### config.mk
export PLATFORM = sky130hd
export DESIGN_NAME = buck_cycle_seq
export DESIGN_NICKNAME = d
export VERILOG_FILES = /design/src/rtl/buck_seq_pkg.sv /design/src/rtl/buck_seq_timer.sv /design/src/rtl/buck_seq_dead.sv /design/src/rtl/buck_seq_fsm.sv /design/src/rtl/buck_cycle_seq.sv
export SDC_FILE = /design/constraint.sdc
export NUM_CORES = 1
export LEC_CHECK = 0
export BUFFER_PORTS_ARGS = -buffer_cell sky130_fd_sc_hd__buf_2
export CORE_ASPECT_RATIO = 1.1
export CORE_MARGIN = 2
export CORE_UTILIZATION = 40
export CTS_CLUSTER_DIAMETER = 40
export CTS_CLUSTER_SIZE = 28
export DETAILED_ROUTE_END_ITERATION = 16
export SLEW_MARGIN = 15
export SYNTH_ARGS = -nofsm -noshare
export SYNTH_HDL_FRONTEND = slang
export SYNTH_HIERARCHICAL = 1
export SYNTH_SLANG_ARGS = --single-unit
### constraint.sdc
create_clock -name clk -period 1.9 [get_ports clk]
set_input_delay 0.095 -clock clk [delete_from_list [all_inputs] [get_ports clk]]
set_output_delay 0.095 -clock clk [all_outputs]
set_load 0.02 [all_outputs]
### src/rtl/buck_seq_pkg.sv
package buck_seq_pkg;

  // Switching phases of one buck cycle
  typedef enum logic [2:0] {
    PH_REST   = 3'd0,  // both gates low, waiting for a cycle start
    PH_HIGH   = 3'd1,  // high side conducting
    PH_GAP_HL = 3'd2,  // dead time, high side -> low side
    PH_LOW    = 3'd3,  // low side conducting
    PH_GAP_LH = 3'd4   // dead time, low side -> high side
  } phase_e;

endpackage

### src/rtl/buck_seq_timer.sv
module buck_seq_timer #(
  parameter int CYC_LEN       = 200,
  parameter int CAP_PCT       = 95,
  parameter int REFRESH_EVERY = 4
) (
  input  logic clk,
  input  logic rst_n,
  input  logic en,
  input  logic cyc_start,
  output logic before_cap,
  output logic at_cap,
  output logic refresh_cyc
);

  localparam int POS_W = $clog2(CYC_LEN + 1) + 1;
  localparam int CAP   = (CYC_LEN * CAP_PCT) / 100;
  localparam int IDX_W = (REFRESH_EVERY > 1) ? $clog2(REFRESH_EVERY) : 1;
  localparam logic [POS_W-1:0] CAP_V  = POS_W'(CAP);
  localparam logic [POS_W-1:0] LAST_V = POS_W'(CAP - 1);
  localparam logic [IDX_W-1:0] TOP_IDX = IDX_W'(REFRESH_EVERY - 1);

  logic [POS_W-1:0] pos;
  logic [IDX_W-1:0] idx;

  // Position inside the current cycle, saturating
  always_ff @(posedge clk or negedge rst_n) begin
    if (!rst_n)             pos <= '0;
    else if (!en)           pos <= '0;
    else if (cyc_start)     pos <= '0;
    else if (pos != '1)     pos <= pos + 1'b1;
  end

  // Cycle number; parked on the top value so the first start yields 0
  always_ff @(posedge clk or negedge rst_n) begin
    if (!rst_n)             idx <= TOP_IDX;
    else if (!en)           idx <= TOP_IDX;
    else if (cyc_start)     idx <= (idx == TOP_IDX) ? '0 : idx + 1'b1;
  end

  assign before_cap  = (pos < CAP_V);
  assign at_cap      = (pos == LAST_V);
  assign refresh_cyc = (idx == TOP_IDX);

  // a cycle start always lands on position 0 of a fresh cycle
  assert_start_clears_pos_R1: assert property (@(posedge clk) disable iff (!rst_n)
    (en && cyc_start) |=> (before_cap && !at_cap));

endmodule

### src/rtl/buck_seq_dead.sv
module buck_seq_dead #(
  parameter int DEAD_CNT = 4
) (
  input  logic clk,
  input  logic rst_n,
  input  logic active,
  output logic done
);

  localparam int DW = $clog2(DEAD_CNT + 1);
  localparam logic [DW-1:0] LAST = DW'(DEAD_CNT - 1);

  logic [DW-1:0] cnt;

  assign done = active && (cnt == LAST);

  always_ff @(posedge clk or negedge rst_n) begin
    if (!rst_n)       cnt <= '0;
    else if (!active) cnt <= '0;
    else if (done)    cnt <= '0;
    else              cnt <= cnt + 1'b1;
  end

endmodule

### src/rtl/buck_seq_fsm.sv
module buck_seq_fsm
  import buck_seq_pkg::*;
#(
  parameter int DEAD_CNT = 4
) (
  input  logic clk,
  input  logic rst_n,
  input  logic en,
  input  logic cyc_start,
  input  logic pk_trip,
  input  logic zc_det,
  input  logic fccm,
  input  logic before_cap,
  input  logic at_cap,
  input  logic refresh_cyc,
  input  logic dt_done,
  output logic dt_active,
  output logic hs_gate,
  output logic ls_gate,
  output logic dropout
);

  localparam int GW = $clog2(DEAD_CNT + 1);
  localparam logic [GW-1:0] GAP_MAX = GW'(DEAD_CNT);

  phase_e ph, ph_nxt;

  always_comb begin
    ph_nxt = ph;
    unique case (ph)
      PH_REST:   if (cyc_start) ph_nxt = PH_HIGH;
      PH_HIGH: begin
        if (cyc_start)                           ph_nxt = PH_HIGH;
        else if (pk_trip || (refresh_cyc && at_cap)) ph_nxt = PH_GAP_HL;
      end
      PH_GAP_HL: begin
        if (cyc_start)    ph_nxt = PH_HIGH;
        else if (dt_done) ph_nxt = PH_LOW;
      end
      PH_LOW: begin
        if (cyc_start)            ph_nxt = PH_GAP_LH;
        else if (zc_det && !fccm) ph_nxt = PH_REST;
      end
      PH_GAP_LH: if (dt_done) ph_nxt = PH_HIGH;
      default:   ph_nxt = PH_REST;
    endcase
    if (!en) ph_nxt = PH_REST;
  end

  always_ff @(posedge clk or negedge rst_n) begin
    if (!rst_n) ph <= PH_REST;
    else        ph <= ph_nxt;
  end

  // Dropout tracking: set when the high side survives to the cap point
  always_ff @(posedge clk or negedge rst_n) begin
    if (!rst_n)                                   dropout <= 1'b0;
    else if (!en)                                 dropout <= 1'b0;
    else if (ph == PH_HIGH && pk_trip && before_cap) dropout <= 1'b0;
    else if (ph == PH_HIGH && at_cap && !pk_trip) dropout <= 1'b1;
  end

  assign hs_gate   = (ph == PH_HIGH);
  assign ls_gate   = (ph == PH_LOW);
  assign dt_active = (ph == PH_GAP_HL) || (ph == PH_GAP_LH);

  // Observation of the gate outputs for the dead-time properties
  logic [GW-1:0] gap;
  logic          ls_was_last;

  always_ff @(posedge clk or negedge rst_n) begin
    if (!rst_n) begin
      gap         <= '0;
      ls_was_last <= 1'b0;
    end else begin
      if (hs_gate || ls_gate) gap <= '0;
      else if (gap != GAP_MAX) gap <= gap + 1'b1;
      if (ls_gate)      ls_was_last <= 1'b1;
      else if (hs_gate) ls_was_last <= 1'b0;
    end
  end

  assert_no_overlap_R10: assert property (@(posedge clk) disable iff (!rst_n)
    !(hs_gate && ls_gate));

  assert_dead_before_low_R3: assert property (@(posedge clk) disable iff (!rst_n)
    $rose(ls_gate) |-> (gap >= GAP_MAX));

  assert_dead_before_high_R4: assert property (@(posedge clk) disable iff (!rst_n)
    ($rose(hs_gate) && ls_was_last) |-> (gap >= GAP_MAX));

  assert_disable_quiet_R1: assert property (@(posedge clk) disable iff (!rst_n)
    !en |=> (!hs_gate && !ls_gate && !dropout));

  assert_start_high_R2: assert property (@(posedge clk) disable iff (!rst_n)
    (en && cyc_start && !ls_gate) |=> hs_gate);

  assert_zero_cross_R5: assert property (@(posedge clk) disable iff (!rst_n)
    (ls_gate && zc_det && !fccm) |=> !ls_gate);

  assert_refresh_cap_R8: assert property (@(posedge clk) disable iff (!rst_n)
    (refresh_cyc && !before_cap) |-> !hs_gate);

endmodule

### src/rtl/buck_cycle_seq.sv
module buck_cycle_seq #(
  parameter int CYC_LEN       = 200,
  parameter int CAP_PCT       = 95,
  parameter int DEAD_CNT      = 4,
  parameter int REFRESH_EVERY = 4
) (
  input  logic clk,
  input  logic rst_n,
  input  logic en,
  input  logic cyc_start,
  input  logic pk_trip,
  input  logic zc_det,
  input  logic fccm,
  output logic hs_gate,
  output logic ls_gate,
  output logic dropout
);

  logic before_cap, at_cap, refresh_cyc;
  logic dt_active, dt_done;

  buck_seq_timer #(
    .CYC_LEN       (CYC_LEN),
    .CAP_PCT       (CAP_PCT),
    .REFRESH_EVERY (REFRESH_EVERY)
  ) u_timer (
    .clk         (clk),
    .rst_n       (rst_n),
    .en          (en),
    .cyc_start   (cyc_start),
    .before_cap  (before_cap),
    .at_cap      (at_cap),
    .refresh_cyc (refresh_cyc)
  );

  buck_seq_dead #(
    .DEAD_CNT (DEAD_CNT)
  ) u_dead (
    .clk    (clk),
    .rst_n  (rst_n),
    .active (dt_active),
    .done   (dt_done)
  );

  buck_seq_fsm #(
    .DEAD_CNT (DEAD_CNT)
  ) u_fsm (
    .clk         (clk),
    .rst_n       (rst_n),
    .en          (en),
    .cyc_start   (cyc_start),
    .pk_trip     (pk_trip),
    .zc_det      (zc_det),
    .fccm        (fccm),
    .before_cap  (before_cap),
    .at_cap      (at_cap),
    .refresh_cyc (refresh_cyc),
    .dt_done     (dt_done),
    .dt_active   (dt_active),
    .hs_gate     (hs_gate),
    .ls_gate     (ls_gate),
    .dropout     (dropout)
  );

endmodule

==> qor.csv, run 1 <==
metric,value,unit
post-route insts no fill,151,
Leak Pwr,0.555,nW
met3 Usage GRT,2.62,%
Clock Tree Buf Depth,2,
Core Area,2470,um^2
FF+latch area,453,um^2
critical path startpoint,u_timer/pos[3],
Worst Path Arrival,1.95,ns
Layout area overhead,15.2,%
"slowest stage delay, CP",0.43,ns
Async SR Flop Fraction,100,%
WHS,0.0213,ns
sum of negative setup slack,0,ns
worst-skew pair later-pin latency,0.29,ns
Max-cap violations,0,
Post-Synthesis Cells,103,
GR Layer Usage met2,24.3,%
Worst-path clk slew,0.10,ns
Post-Synthesis Cell Area,1030,um^2
Final WS setup,0.121,ns
worst min-delay path startpoint,pk_trip,
"Buf+Inv Stages, Crit Path",0,
fraction of layout cells with a size suffix above 1,25.0,%
first-pass GRT wire length,3440,um
Most used DFF post-synth,dfrtp_1,
"commonest non-fill, non-tap cell in the layout",dfrtp_1,
internal power,0.506,mW
reg2reg end,u_timer/pos[7],
Max IR drop VDD,0.350,mV
Worst Hold End,u_fsm/dropout,
Setup Buffers After CTS,0,
Final period util,93.6,%
drt initial violations,3,
Max Fanout on Critical Path,5,
GRT Overall Usage,15.4,%
PD cells,562,nW/um^2
vias in the first global route,784,
worst rel slew slack,73.8,%
"commonest cells after routing, fill and taps aside","dfrtp_1 (16), nor2_1 (14), buf_2 (9)",
CTS buffer count,3,
Post-Syn Area per Cell,10.0,um^2
crit-path cells,"nand4_2, or2_1, nor2_1, ha_1, nand3b_1, nor3_2, mux2_2",
CP top delay family,simple AND/OR/NAND/NOR gates,
# DRC,0,
IO buf count,9,
total number of vias,787,
Antenna Nets Post-Route,0,
"Design Area, Final",1190,um^2
largest net degree at the start of global routing,19,
Sw Share,24.5,%
post-synth top area share,38.7,%
r2r startpoint,u_timer/pos[3],
Flop pwr share,60.6,%
via-per-instance ratio,5.21,
post-synth top area cell,dfrtp_1,
io pins,10,
Most Crowded Layer GR,met2,
Placer Congestion,0.766,
TritonCTS clock tree,built,
Worst path slowest cell,dfrtp_1,
Syn. warnings,6,
worst hold path class,in -> reg,
syn nets,115,
CP Depth,7,
# clock sinks,18,
register bit total from synthesis,18,
status,"complete, no violations",
clock share of power,27.3,%
H-tree levels,1,
Fillers,234,
Worst Setup Start Kind,flop,
iteration count of the initial detailed-routing pass,4,
Nets,134,
Hold Path Depth,2,
WL final,1910,um
R2R depth,7,
fin util,48.2,%
placed cell area,1150,um^2
Tot Pwr,0.670,mW
wire per inst,12.7,um
GRT overflow,0,
Fmax achieved,0.562,GHz
Fin. Hold Viols,0,
Starting Density,41.9,%
DP Cell Count,147,
DP HPWL,1420,um
ANT cells,0,
met1 usage,20.1,%
Rows,19,
initial antenna violation count,0,
Switching Power,0.164,mW
Worst-Margin Slew,0.393,ns
CP Capture Type,flop,
Final setup viols,0,
min cycle time layout,1.78,ns
multi-input logic area,548,um^2
fin. max-slew vios,0,
RSZ-0062 raised after global routing,false,
r2r setup slk,0.12,ns
Layout Skew,0.00921,ns
Post-synth EDFFs,0,
sequential area share after synthesis,43.8,%
CP Class,reg -> reg,
root buf cell,clkbuf_4,
"Distinct cells, synth",39,
Comb pwr share,12.1,%
die height,57.3,um
full die area,3010,um^2
CP Data Required Time,2.07,ns
largest cells by area after synthesis,"dfrtp_1 (39%), ha_1 (6.0%), dfstp_2 (5.1%)",
die width,52.5,um
pre-CTS setup slack,0.0925,ns
metal layers:
layer	routed length [um]	share of wire [%]
met5	0	0
met3	34	1.8
met2	959	50
met1	876	46
met4	43	2.2
sequential cells by signal (all words and copies together) (netlist names):
signal         flops
u_dead/cnt         3
u_fsm/dropout      1
u_fsm/ph           3
u_timer/idx        2
u_timer/pos        9
power by group through the flow:
stage	Combinational, mW	Clock (mW)	Sequential (mW)
floorplan	0.0472	0	0.412
global placement	0.0780	0	0.413
detailed placement	0.0791	0	0.414
CTS	0.0815	0.197	0.407
global route	0.0928	0.207	0.409
finish	0.0808	0.183	0.406
worst max-delay path by stage:
stage / to / slack [ns]
global route: u_timer/pos[7] / 0.02
detailed placement: u_timer/pos[7] / 0.09
finish: u_timer/pos[7] / 0.12
CTS: u_timer/pos[7] / 0.08
floorplan: u_timer/pos[7] / 0.05
global placement: u_timer/pos[7] / 0.13
synthesized netlist by cell type (all sizes together) (2+ instances only):
cell type,n
ha,5
dfstp,2
o21ai,5
nand2b,3
nor3b,3
xor2,3
nand2,7
buf,3
dfrtp,16
a21oi,8
or3,3
inv,6
nor2,14
mux2i,3
cells by family (layout without fill, tap and decap cells):
family	after synthesis	in the layout	share of synthesized area (%)
AND/OR/NAND/NOR	43	43	26.6
XOR/XNOR	4	4	3.39
AO/OA/AOI/OAI	20	20	12.0
buffers and inverters	9	26	4.23
multiplexers	4	4	3.99
flip-flops	18	18	43.8
adder cells (fa/ha/maj)	5	5	6.05
what timing repair did:
item / CTS / global route
setup endpoints to repair: 0 / 3
hold buffers: 1 / 0
endpoints found under the hold margin: 16 / 0
resized for setup: 0 / 2
cell type report:
class | instances | area share, %
multi-input cells | 76 | 46.0
well taps | 31 | 3.25
flip-flops and latches | 18 | 38.0
inverters | 6 | 1.89
repair buffers | 17 | 9.02
clock buffers | 3 | 1.89
Power figures use the tool's default switching activity.
==> run 2: changes to the inputs <==
--- a/config.mk
+++ b/config.mk
@@ -15,5 +15,4 @@
 export SLEW_MARGIN = 15
 export SYNTH_ARGS = -nofsm -noshare
 export SYNTH_HDL_FRONTEND = slang
-export SYNTH_HIERARCHICAL = 1
 export SYNTH_SLANG_ARGS = --single-unit
==> qor.csv, run 2 <==
metric,value,unit,change
status,"complete, no violations",,unchanged
Starting Density,41.3,%,was 41.9%
Worst Setup Start Kind,flop,,unchanged
CP Capture Type,flop,,unchanged
Worst-Margin Slew,0.457,ns,was 0.393 ns
met3 wire length,39,um,was 34 um
WHS,0.0471,ns,was 0.0213 ns
"commonest non-fill, non-tap cell in the layout",dfrtp_1,,unchanged
worst hold path class,in -> reg,,unchanged
# clock sinks,18,,unchanged
most numerous cell in the Yosys netlist,dfrtp_1,,unchanged
Max Fanout on Critical Path,5,,unchanged
top post-synthesis cells by count,"dfrtp_1 (16), nor2_1 (13), xor2_1 (7)",,"was dfrtp_1 (16), nor2_1 (14), a21oi_1 (8)"
Rows,19,,unchanged
GRT Overall Usage,14.8,%,was 15.4%
Fmax achieved,0.563,GHz,was 0.562 GHz
largest net degree at the start of global routing,19,,unchanged
Tot Pwr,0.743,mW,was 0.670 mW
DP HPWL,1420,um,about the same
RSZ-0062 raised after global routing,false,,unchanged
Post-Synthesis Cell Area,1010,um^2,was 1030 um^2
"slowest stage delay, CP",0.44,ns,was 0.43 ns
syn nets,112,,was 115
register bit total from synthesis,18,,unchanged
Clock Tree Buf Depth,2,,unchanged
Worst path slowest cell,dfrtp_1,,unchanged
Syn. warnings,0,,was 6
DP Cell Count,140,,was 147
post-synth top area cell,dfrtp_1,,unchanged
Worst Path Arrival,1.95,ns,about the same
Largest Register,u_timer.pos,,was u_timer/pos
iteration count of the initial detailed-routing pass,4,,unchanged
drt initial violations,13,,was 3
largest cells by area after synthesis,"dfrtp_1 (40%), ha_1 (6.2%), xor2_1 (6.1%)",,"was dfrtp_1 (39%), ha_1 (6.0%), dfstp_2 (5.1%)"
met1 wire length,810,um,was 876 um
fraction of layout cells with a size suffix above 1,20.2,%,was 25.0%
Final period util,93.5,%,was 93.6%
Fillers,230,,was 234
full die area,2950,um^2,was 3010 um^2
PD cells,648,nW/um^2,was 562 nW/um^2
ANT cells,0,,unchanged
WL final,1810,um,was 1910 um
fin. max-slew vios,0,,unchanged
Async SR Flop Fraction,100,%,unchanged
Fin. Hold Viols,0,,unchanged
post-route insts no fill,145,,was 151
# DRC,0,,unchanged
root buf cell,clkbuf_4,,unchanged
initial antenna violation count,0,,unchanged
Post-synth EDFFs,0,,unchanged
worst rel slew slack,69.5,%,was 73.8%
die width,52.0,um,was 52.5 um
"Distinct cells, synth",33,,was 39
Worst-path clk slew,0.10,ns,about the same
worst-skew pair later-pin latency,0.29,ns,about the same
Post-Syn Area per Cell,10.1,um^2,was 10.0 um^2
Post-Synthesis Cells,100,,was 103
Placer Congestion,0.796,,was 0.766
Max-cap violations,0,,unchanged
GRT overflow,0,,unchanged
Most used DFF post-synth,dfrtp_1,,unchanged
die height,56.8,um,was 57.3 um
Max IR drop VDD,0.443,mV,was 0.350 mV
"Top cell by count, worst path",and4_1,,
Top Registers,"u_timer.pos x9, u_dead.cnt x3, u_fsm.ph x3",,"was u_timer/pos x9, u_dead/cnt x3, u_fsm/ph x3"
min cycle time layout,1.78,ns,about the same
met2 routed WL,941,um,was 959 um
sequential area share after synthesis,44.7,%,was 43.8%
vias in the first global route,781,,was 784
Layout area overhead,13.2,%,was 15.2%
total number of vias,759,,was 787
CP Class,reg -> reg,,unchanged
"commonest cells after routing, fill and taps aside","dfrtp_1 (16), nor2_1 (13), buf_2 (9)",,"was dfrtp_1 (16), nor2_1 (14), buf_2 (9)"
Leak Pwr,0.541,nW,was 0.555 nW
post-synth top area share,39.6,%,was 38.7%
Antenna Nets Post-Route,0,,unchanged
wire per inst,12.5,um,was 12.7 um
CP Data Required Time,2.07,ns,about the same
via-per-instance ratio,5.23,,was 5.21
max FFs per register,9,,unchanged
crit-path cells,"and4_1, and4_1, ha_1, and3b_2, nand4_1, xor2_1, nor2_1",,"was nand4_2, or2_1, nor2_1, ha_1, nand3b_1, nor3_2, mux2_2"
Setup Buffers After CTS,0,,unchanged
IO buf count,9,,unchanged
first-pass GRT wire length,3330,um,was 3440 um
io pins,10,,unchanged
Core Area,2450,um^2,was 2470 um^2
H-tree levels,1,,unchanged
TritonCTS clock tree,built,,unchanged
Final setup viols,0,,unchanged
sum of negative setup slack,0,ns,unchanged
CTS buffer count,3,,unchanged
Layout Skew,0.00538,ns,was 0.00921 ns
Nets,127,,was 134
top routing layer used,met4,,unchanged
## run 2: cell count changes in the layout (fill, tap and decap cells not counted), moves of 3 or more
cell and change:
buf_4 -3, or3_1 -3, nor3b_2 -3, a21oi_1 -4, xor2_1 +4, nor3b_1 +4, o21ai_0 -4
## run 2: worst paths after layout
path,start,end,slack (ns),cells after the start
hold reg to reg,u_dead.cnt[0],u_dead.cnt[0],0.46,1
max in group asynchronous,rst_n,u_timer.idx[1],1.32,2
hold / removal,en,u_timer.idx[0],0.05,2
setup / recovery,u_timer.pos[2],u_timer.pos[5],0.12,7
setup reg to reg,u_timer.pos[2],u_timer.pos[5],0.12,7
min in group asynchronous,rst_n,u_dead.cnt[1],0.26,2
## run 2: cells by family after synthesis
logic type / synth area share (%)
AND/OR/NAND/NOR: 26.5
flip-flops: 44.7
AO/OA/AOI/OAI: 9.27
XOR/XNOR: 6.92
buffers and inverters: 4.45
adder cells (fa/ha/maj): 6.18
multiplexers: 1.98
## run 2: report_power, final
group,internal [mW],switching [mW]
combinational,0.0436,0.0590
sequential,0.399,0.0131
clock,0.117,0.111
## run 2: routing by layer
metal	GRT usage (%)	vias to the layer above
met1	17.9	370
met2	25.5	8
met4	6.77	0
met5	0	-
met3	1.60	2
li1	-	379
## run 2: metrics by stage
stage | instance area [um^2] | utilization [%] | setup WS, ns
after floorplan | 1010 | - | 0.133
after global placement | 1100 | 44.8 | 0.168
after detailed placement | 1100 | 44.8 | 0.104
final | 1150 | 46.8 | 0.124
after CTS | 1140 | 46.7 | 0.0767
after global routing | 1150 | 46.8 | 0.000407
## run 2: worst max-delay path: cells and delay by family, from the launching register on
| kind | cells | cell delay (ns) |
|---|---|---|
| flip-flops | 1 | 0.44 |
| XOR/XNOR | 1 | 0.14 |
| AND/OR/NAND/NOR | 5 | 0.85 |
| adder cells (fa/ha/maj) | 1 | 0.24 |
## run 2: layout make-up
class / instances / area, um^2 / share of cell area (%)
Multi-Input combinational cell: 74 / 518 / 45.2
Sequential cell: 18 / 453 / 39.5
Timing Repair Buffer: 14 / 85.1 / 7.42
Tap cell: 31 / 38.8 / 3.38
Clock buffer: 4 / 36.3 / 3.17
Inverter: 4 / 15.0 / 1.31
## run 2: repair_timing
| action | in CTS | in global routing |
|---|---|---|
| gates resized for setup | 0 | 2 |
| setup endpoints to repair | 0 | 2 |
| hold endpoints to repair | 16 | 0 |
| hold buffers | 1 | 0 |
==> run 3: changes to the inputs <==
--- a/config.mk
+++ b/config.mk
@@ -9,6 +9,7 @@
 export CORE_ASPECT_RATIO = 1.1
 export CORE_MARGIN = 2
 export CORE_UTILIZATION = 40
+export CTS_BUF_LIST = sky130_fd_sc_hd__clkbuf_16
 export CTS_CLUSTER_DIAMETER = 40
 export CTS_CLUSTER_SIZE = 28
 export DETAILED_ROUTE_END_ITERATION = 16
==> qor.csv, run 3 (synthesized netlist as in run 2, its figures left out) <==
metric,value,unit,change
Sw Share,22.1,%,was 24.7%
sum of negative setup slack,0,ns,unchanged
max FFs per register,9,,unchanged
CP Class,reg -> reg,,unchanged
Clock Tree Buf Depth,2,,unchanged
Worst-path clk slew,0.05,ns,was 0.10 ns
Layout area overhead,17.3,%,was 13.2%
Starting Density,41.3,%,unchanged
"Buf+Inv Stages, Crit Path",0,,unchanged
Antenna Nets Post-Route,0,,unchanged
Worst path slowest cell,dfrtp_1,,unchanged
crit-path cells,"and4_1, and4_1, ha_1, and3b_1, nand4_1, xor2_1, nor2_1",,"was and4_1, and4_1, ha_1, and3b_2, nand4_1, xor2_1, nor2_1"
"commonest cells after routing, fill and taps aside","dfrtp_1 (16), nor2_1 (13), buf_2 (9)",,unchanged
first-pass GRT wire length,3340,um,was 3330 um
initial antenna violation count,0,,unchanged
H-tree levels,1,,unchanged
Fin. Hold Viols,0,,unchanged
io pins,10,,unchanged
worst min-delay path startpoint,en,,unchanged
Top Registers,"u_timer.pos x9, u_dead.cnt x3, u_fsm.ph x3",,unchanged
Final setup viols,0,,unchanged
Switching Power,0.205,mW,was 0.183 mW
# clock sinks,18,,unchanged
Final WS setup,0.126,ns,was 0.124 ns
fraction of layout cells with a size suffix above 1,18.4,%,was 20.2%
pre-CTS setup slack,0.104,ns,unchanged
DP HPWL,1420,um,unchanged
worst-skew pair later-pin latency,0.25,ns,was 0.29 ns
Placer Congestion,0.796,,unchanged
post-route insts no fill,145,,unchanged
# DRC,0,,unchanged
Max IR drop VDD,0.427,mV,was 0.443 mV
TritonCTS clock tree,built,,unchanged
via-per-instance ratio,5.25,,was 5.23
"commonest non-fill, non-tap cell in the layout",dfrtp_1,,unchanged
die height,56.8,um,unchanged
Worst Path Arrival,1.89,ns,was 1.95 ns
min cycle time layout,1.77,ns,was 1.78 ns
iteration count of the initial detailed-routing pass,4,,unchanged
Setup Buffers After CTS,0,,unchanged
"slowest stage delay, CP",0.42,ns,was 0.44 ns
Layout Skew,0.00293,ns,was 0.00538 ns
Nets,127,,unchanged
Worst Setup Start Kind,flop,,unchanged
critical path startpoint,u_timer.pos[2],,unchanged
largest net degree at the start of global routing,19,,unchanged
clock share of power,44.4,%,was 30.7%
wire per inst,12.5,um,about the same
Max Fanout on Critical Path,5,,unchanged
CP Data Required Time,2.02,ns,was 2.07 ns
root buf cell,clkbuf_16,,was clkbuf_4
vias in the first global route,781,,unchanged
WL final,1810,um,about the same
GRT Overall Usage,15.1,%,was 14.8%
placed cell area,1100,um^2,unchanged
Rows,19,,unchanged
total number of vias,761,,was 759
Fillers,229,,was 230
Worst-Margin Slew,0.456,ns,was 0.457 ns
Core Area,2450,um^2,unchanged
PD cells,782,nW/um^2,was 648 nW/um^2
Final period util,93.4,%,was 93.5%
drt initial violations,12,,was 13
internal power,0.723,mW,was 0.560 mW
Max-cap violations,0,,unchanged
Largest Register,u_timer.pos,,unchanged
Flop pwr share,44.6,%,was 55.5%
r2r startpoint,u_timer.pos[2],,unchanged
fin. max-slew vios,0,,unchanged
full die area,2950,um^2,unchanged
"Top cell by count, worst path",and4_1,,unchanged
ANT cells,0,,unchanged
status,"complete, no violations",,unchanged
die width,52.0,um,unchanged
CTS buffer count,3,,unchanged
IO buf count,9,,unchanged
"Design Area, Final",1190,um^2,was 1150 um^2
Leak Pwr,0.559,nW,was 0.541 nW
Comb pwr share,11.1,%,was 13.8%
CP Capture Type,flop,,unchanged
worst rel slew slack,69.5,%,about the same
DP Cell Count,140,,unchanged
worst hold path class,in -> reg,,unchanged
Fmax achieved,0.564,GHz,was 0.563 GHz
GRT overflow,0,,unchanged
CP top delay family,simple AND/OR/NAND/NOR gates,,unchanged
-- run 3: changes by cell type in the layout (fill, tap and decap cells not counted), sizes merged --
cell	delta
clkbuf	-1
clkinv	+1
-- run 3: power by group through the flow --
stage                     clock network [mW]  logic, mW  registers, mW
after CTS                              0.426      0.106          0.414
after floorplan                            0     0.0730          0.416
final                                  0.412      0.103          0.414
after global routing                   0.444      0.118          0.416
after detailed placement                   0      0.104          0.420
after global placement                     0      0.101          0.420
-- run 3: layout make-up --
class	instances	area [um^2]	area share, %
sequential	18	453	38.1
clock inverter	1	3.75	0.316
multi-input combinational	74	517	43.5
tap	31	38.8	3.27
clock buffer	3	75.1	6.32
timing repair buffer	14	85.1	7.17
inverter	4	15.0	1.26
-- run 3: path summary, 6_finish.rpt --
| check | slack, ns | cells past startpoint | to |
|---|---|---|---|
| min in group asynchronous | 0.31 | 2 | u_dead.cnt[1] |
| worst min-delay path | 0.1 | 2 | u_timer.idx[0] |
| worst max-delay path | 0.13 | 7 | u_timer.pos[5] |
| worst max register to register | 0.13 | 7 | u_timer.pos[5] |
| max in group asynchronous | 1.27 | 2 | u_timer.idx[1] |
| worst min register to register | 0.45 | 1 | u_dead.cnt[0] |
-- run 3: per-layer routing --
layer / global-route usage, % / vias up / share of wire, % / wire (um)
met5: 0 / - / 0 / 0
li1: - / 380 / - / -
met1: 18.1 / 366 / 44 / 798
met4: 7.89 / 0 / 2.0 / 36
met2: 25.3 / 11 / 51 / 929
met3: 2.39 / 4 / 2.5 / 45
-- run 3: timing repair --
item	CTS	global route
resized for setup	0	1
endpoints found under the hold margin	16	0
endpoints found under the setup margin	0	2
hold buffers	1	0
-- run 3: stage by stage --
| stage | power [mW] | hold WS [ns] | utilization, % |
|---|---|---|---|
| 2_1_floorplan | 0.489 | -0.201 | - |
| 3_3_place_gp | 0.521 | 0.0465 | 44.8 |
| 3_5_place_dp | 0.524 | 0.0553 | 44.8 |
| 4_1_cts | 0.945 | 0.107 | 48.4 |
| 5_1_grt | 0.978 | 0.136 | 48.5 |
| 6_report | 0.928 | 0.0990 | 48.5 |
